File: src/rtl/cacl_pkg.sv
package cacl_pkg;

  parameter int KIND_W = 3;
  parameter int CMD_W  = 2;

  typedef enum logic [KIND_W-1:0] {
    K_READ  = 3'd0,
    K_WRITE = 3'd1,
    K_SWAP  = 3'd2,
    K_UPG   = 3'd3,
    K_WB    = 3'd4,
    K_SC    = 3'd5,
    K_RSV6  = 3'd6,
    K_RSV7  = 3'd7
  } req_kind_e;

  typedef enum logic [CMD_W-1:0] {
    CMD_READ    = 2'b00,
    CMD_READ_EX = 2'b01,
    CMD_UPGRADE = 2'b10,
    CMD_NONE    = 2'b11
  } bus_cmd_e;

  typedef struct packed {
    logic valid;
    logic writable;
    logic dirty;
    logic prefetched;
  } line_state_t;

  localparam int STATE_W = $bits(line_state_t);

  typedef struct packed {
    logic        hit;
    logic        fwd;
    bus_cmd_e    cmd;
    line_state_t state;
    logic        sc_ok;
    logic        pf_used;
  } verdict_t;

  localparam verdict_t VERDICT_IDLE = '{hit: 1'b0, fwd: 1'b0, cmd: CMD_NONE,
                                        state: '0, sc_ok: 1'b0, pf_used: 1'b0};

endpackage

File: src/rtl/cacl_judge.sv
module cacl_judge
  import cacl_pkg::*;
(
  input  req_kind_e   kind,
  input  logic        uncacheable,
  input  logic        need_excl,
  input  line_state_t st,
  output logic        satisfied,
  output logic        line_hit,
  output logic        forward,
  output bus_cmd_e    cmd,
  output logic        sc_ok
);
  logic perm_ok;

  always_comb begin
    perm_ok   = need_excl ? (st.valid & st.writable) : st.valid;
    satisfied = 1'b0;
    line_hit  = 1'b0;
    forward   = 1'b0;
    cmd       = CMD_NONE;
    sc_ok     = 1'b0;
    if (uncacheable) begin
      forward = 1'b1;
    end else if (perm_ok) begin
      satisfied = 1'b1;
      line_hit  = 1'b1;
      sc_ok     = (kind == K_SC);
    end else if (!st.valid && kind == K_SC) begin
      satisfied = 1'b1;
    end else if (!st.valid && (kind == K_WB || kind == K_UPG)) begin
      forward = 1'b1;
    end else if (st.valid) begin
      cmd = CMD_UPGRADE;
    end else begin
      cmd = need_excl ? CMD_READ_EX : CMD_READ;
    end
  end
endmodule

File: src/rtl/cacl_state_next.sv
module cacl_state_next
  import cacl_pkg::*;
(
  input  req_kind_e   kind,
  input  logic        line_hit,
  input  line_state_t st,
  output line_state_t st_next,
  output logic        pf_used
);
  logic writes;

  always_comb begin
    writes  = (kind == K_WRITE) || (kind == K_SWAP) || (kind == K_SC);
    st_next = st;
    pf_used = 1'b0;
    if (line_hit) begin
      if (writes) st_next.dirty = 1'b1;
      if (st.prefetched) begin
        st_next.prefetched = 1'b0;
        pf_used            = 1'b1;
      end
    end
  end
endmodule

File: src/rtl/cacl_resp_reg.sv
module cacl_resp_reg
  import cacl_pkg::*;
(
  input  logic     clk,
  input  logic     rst,
  input  logic     capture,
  input  verdict_t d,
  output logic     q_valid,
  output verdict_t q
);
  always_ff @(posedge clk) begin
    if (rst) begin
      q_valid <= 1'b0;
      q       <= VERDICT_IDLE;
    end else if (capture) begin
      q_valid <= 1'b1;
      q       <= d;
    end else begin
      q_valid <= 1'b0;
      q       <= VERDICT_IDLE;
    end
  end
endmodule

File: src/rtl/cache_perm_classifier.sv
module cache_perm_classifier
  import cacl_pkg::*;
(
  input  logic               clk,
  input  logic               rst,
  input  logic               req_valid,
  input  logic [KIND_W-1:0]  req_kind,
  input  logic               req_uncacheable,
  input  logic               req_need_excl,
  input  logic [STATE_W-1:0] line_state,
  output logic               rsp_valid,
  output logic               rsp_hit,
  output logic               rsp_fwd,
  output logic [CMD_W-1:0]   rsp_cmd,
  output logic [STATE_W-1:0] rsp_state,
  output logic               rsp_sc_ok,
  output logic               rsp_pf_used
);
  req_kind_e   kind;
  line_state_t st_in;
  line_state_t st_new;
  logic        satisfied, line_hit, forward, sc_ok, pf_used;
  bus_cmd_e    cmd;
  verdict_t    verdict_d, verdict_q;

  assign kind  = req_kind_e'(req_kind);
  assign st_in = line_state_t'(line_state);

  cacl_judge u_judge (
    .kind        (kind),
    .uncacheable (req_uncacheable),
    .need_excl   (req_need_excl),
    .st          (st_in),
    .satisfied   (satisfied),
    .line_hit    (line_hit),
    .forward     (forward),
    .cmd         (cmd),
    .sc_ok       (sc_ok)
  );

  cacl_state_next u_next (
    .kind     (kind),
    .line_hit (line_hit),
    .st       (st_in),
    .st_next  (st_new),
    .pf_used  (pf_used)
  );

  always_comb begin
    verdict_d.hit     = satisfied;
    verdict_d.fwd     = forward;
    verdict_d.cmd     = cmd;
    verdict_d.state   = st_new;
    verdict_d.sc_ok   = sc_ok;
    verdict_d.pf_used = pf_used;
  end

  cacl_resp_reg u_reg (
    .clk     (clk),
    .rst     (rst),
    .capture (req_valid),
    .d       (verdict_d),
    .q_valid (rsp_valid),
    .q       (verdict_q)
  );

  assign rsp_hit     = verdict_q.hit;
  assign rsp_fwd     = verdict_q.fwd;
  assign rsp_cmd     = verdict_q.cmd;
  assign rsp_state   = verdict_q.state;
  assign rsp_sc_ok   = verdict_q.sc_ok;
  assign rsp_pf_used = verdict_q.pf_used;
endmodule

File: config.mk
export PLATFORM = sky130hd
export DESIGN_NAME = cache_perm_classifier
export DESIGN_NICKNAME = d
export VERILOG_FILES = /design/src/rtl/cacl_pkg.sv /design/src/rtl/cacl_judge.sv /design/src/rtl/cacl_state_next.sv /design/src/rtl/cacl_resp_reg.sv /design/src/rtl/cache_perm_classifier.sv
export SDC_FILE = /design/constraint.sdc
export NUM_CORES = 1
export LEC_CHECK = 0
export BUFFER_PORTS_ARGS = -buffer_cell sky130_fd_sc_hd__buf_2
export CAP_MARGIN = 0
export CORE_AREA = 3 3 40 42
export CTS_CLUSTER_DIAMETER = 100
export DETAILED_ROUTE_END_ITERATION = 6
export DIE_AREA = 0 0 43 45
export PLACE_DENSITY = 0.65
export SKIP_CTS_REPAIR_TIMING = 1
export SLEW_MARGIN = 20
export SYNTH_ARGS = -nofsm -noshare
export SYNTH_HDL_FRONTEND = slang
export SYNTH_SLANG_ARGS = --single-unit
File: constraint.sdc
create_clock -name clk -period 1.8 [get_ports clk]
set_input_delay 0.09 -clock clk [delete_from_list [all_inputs] [get_ports clk]]
set_output_delay 0.09 -clock clk [all_outputs]
set_load 0.01 [all_outputs]
==> results.txt <==
Total negative slack - 0 ns
Crit path arrival time - 0.68 ns
Static leakage power - 0.268 nW
Synth Area in XOR/XNOR - 0%
Kind of cell adding the most delay to the critical path - flip-flops
Largest driver fanout on the critical path - 1
Area Growth Syn to Fin - 39.0%
Synth area leader - dfxtp_1
Syn_nets - 54
Compound-Gate Fraction of Synth Area - 8.81%
Final worst-path cycle share - 43.0%
Initial Utilization - 31.0%
Core area - 1280 um^2
CP required - 1.71 ns
Worst hold path type - input port to flip-flop
Initial antenna violation count - 0
RSZ-0062 raised after global routing - no
Count of final setup violators - 0
Peak supply drop - 0.290 mV
I/O pin count - 23
Yosys warning count - 0
GPL Wtd Cong - 0.784
Share of cells above drive strength 1 - 39.7%
Root Buffer - clkbuf_4
CTS Buf Count - 3
Register area share after synthesis - 55.3%
Footprint of the multi-input gates - 166 um^2
Clock slew at reported path FFs - 0.07 ns
Synth top area share - 55.3%
CTS sink cnt - 11
Final hold vios - 0
Mux cell area share after synthesis - 0%
Iter 0 DRT Violations - 4
Critical Path, Cell by Cell - buf_2
TritonRoute pass-1 iters - 2
Post-Syn Area - 398 um^2
Yosys reg bits - 11
Vias in the first global route - 338
DR vias - 384
First-pass GRT wire length - 1460 um
CP max stage cell - dfxtp_1
Async SR Flop Fraction - 0%
Syn Area/Cell - 9.47 um^2
Placed Cells - 79
Layout Nets - 81
Row cnt - 13
Fraction of the mapped netlist area in adder cells - 0%
Largest stage delay, worst path - 0.30 ns
Final HPWL DP - 669 um
Synth cell count leaders - 11 x dfxtp_1, 6 x nor2_1, 3 x a21oi_1, 3 x inv_1
Post-route DRC violation count - 0
Die height - 45 um
Slew HR - 84.8%
Pins Over Slew Limit - 0
Post-Synth Simple-Gate Area - 33.0%
Largest net degree at the start of global routing - 8
Filler cells - 142
Fin cells - 83
Setup crit end kind - output port
Slew @ Worst Pin - 0.225 ns
CTS H-tree depth - 1
Status - complete, no violations
Synth area leaders - dfxtp_1 55%, nor2_1 5.7%, a21oi_1 3.8%
PwrDens - 845 nW/um^2
Post-synthesis cell count - 42
Most common cell in the netlist - dfxtp_1
Distinct cells, synth - 19
Die area - 1940 um^2
Finished layout cell area - 553 um^2
Vias/cell - 4.63
Register area - 220 um^2
Minimum clock period - 0.774 ns
CTS tree - yes
Largest family of logic cells by synthesized area - simple AND/OR/NAND/NOR gates
Ant diodes - 0
Max Cap Violations - 0
Buffers on Ports - 22
CP Buf/Inv Count - 1
Final wirelength - 850 um
Total GRT Usage - 10.5%
Max Root-Sink Buffers - 2
GRT overflow - 0
Wire length per cell - 10.2 um
Placed cell area - 527 um^2
Type of origin of the critical path - flip-flop
WS Path Type - flip-flop to output port
Max Freq - 1290 MHz
Post-route ant nets - 0
Post-synth EDFFs - 0
Die Width - 43 um
Synth Flop Type - dfxtp_1
through the flow:
stage          hold WS, ns  power [W]  setup slack (ns)  utilization [%]
6_report            0.0251   0.000467              1.03             43.0
5_1_grt             0.0403   0.000490             0.993             43.0
4_1_cts             0.0218   0.000476              1.01             43.0
3_5_place_dp         0.295   0.000313             0.896             41.0
3_3_place_gp         0.292   0.000312             0.908             41.0
2_1_floorplan        0.169   0.000285              1.06                -
power breakdown:
group | total (W) | switching (W) | internal [W]
clock | 0.000160 | 0.0000748 | 0.0000856
sequential | 0.000253 | 0.00000139 | 0.000251
combinational | 0.0000545 | 0.0000289 | 0.0000256
total | 0.000467 | 0.000105 | 0.000362
state kept, by name, indices dropped and copies added (netlist names):
| name | flops |
|---|---|
| u_reg.q | 10 |
| u_reg.q_valid | 1 |
final timing paths:
check	cells after the start	endpoint	slack [ns]	from
hold / removal	3	u_reg.q[3]$_SDFF_PP0_	0.03	line_state[1]
setup / recovery	1	rsp_sc_ok	1.03	u_reg.q[1]$_SDFF_PP0_
cell usage in the layout, fill, tap and decap left out:
master    synthesis  layout
a21oi_1           3       3
o31ai_1           1       1
and4bb_2          1       1
o21a_1            1       1
o21ai_0           1       1
nand3_1           2       2
dfxtp_1          11      11
nor2b_1           1       1
and2_1            1       1
nand3b_1          2       2
clkbuf_1          0       1
or3b_1            1       1
nand2b_1          2       2
clkbuf_4          0       3
nor3b_1           1       1
inv_1             3       3
nor3_1            1       1
buf_2             0      22
nand2_1           2       2
nor4b_1           1       1
and2b_2           1       1
nor2_1            6       6
kinds of logic after synthesis:
family	after synthesis
AND/OR/NAND/NOR	22
flip-flops	11
AO/OA/AOI/OAI	6
buffers and inverters	3
layout make-up:
class                           instances  area share (%)
Multi-Input combinational cell         28            30.1
Clock buffer                            4            4.75
Timing Repair Buffer                   22            19.9
Sequential cell                        11            39.8
Inverter                                3            2.04
Tap cell                               15            3.39
layer usage:
metal / vias up / global-route usage (%) / share of wire [%]
li1: 197 / - / -
met3: 2 / 2.39 / 10
met2: 15 / 15.6 / 43
met5: - / 0 / 0
met1: 170 / 12.1 / 44
met4: 0 / 10.8 / 2.7
Note: power is estimated with default switching activity, not from simulation.
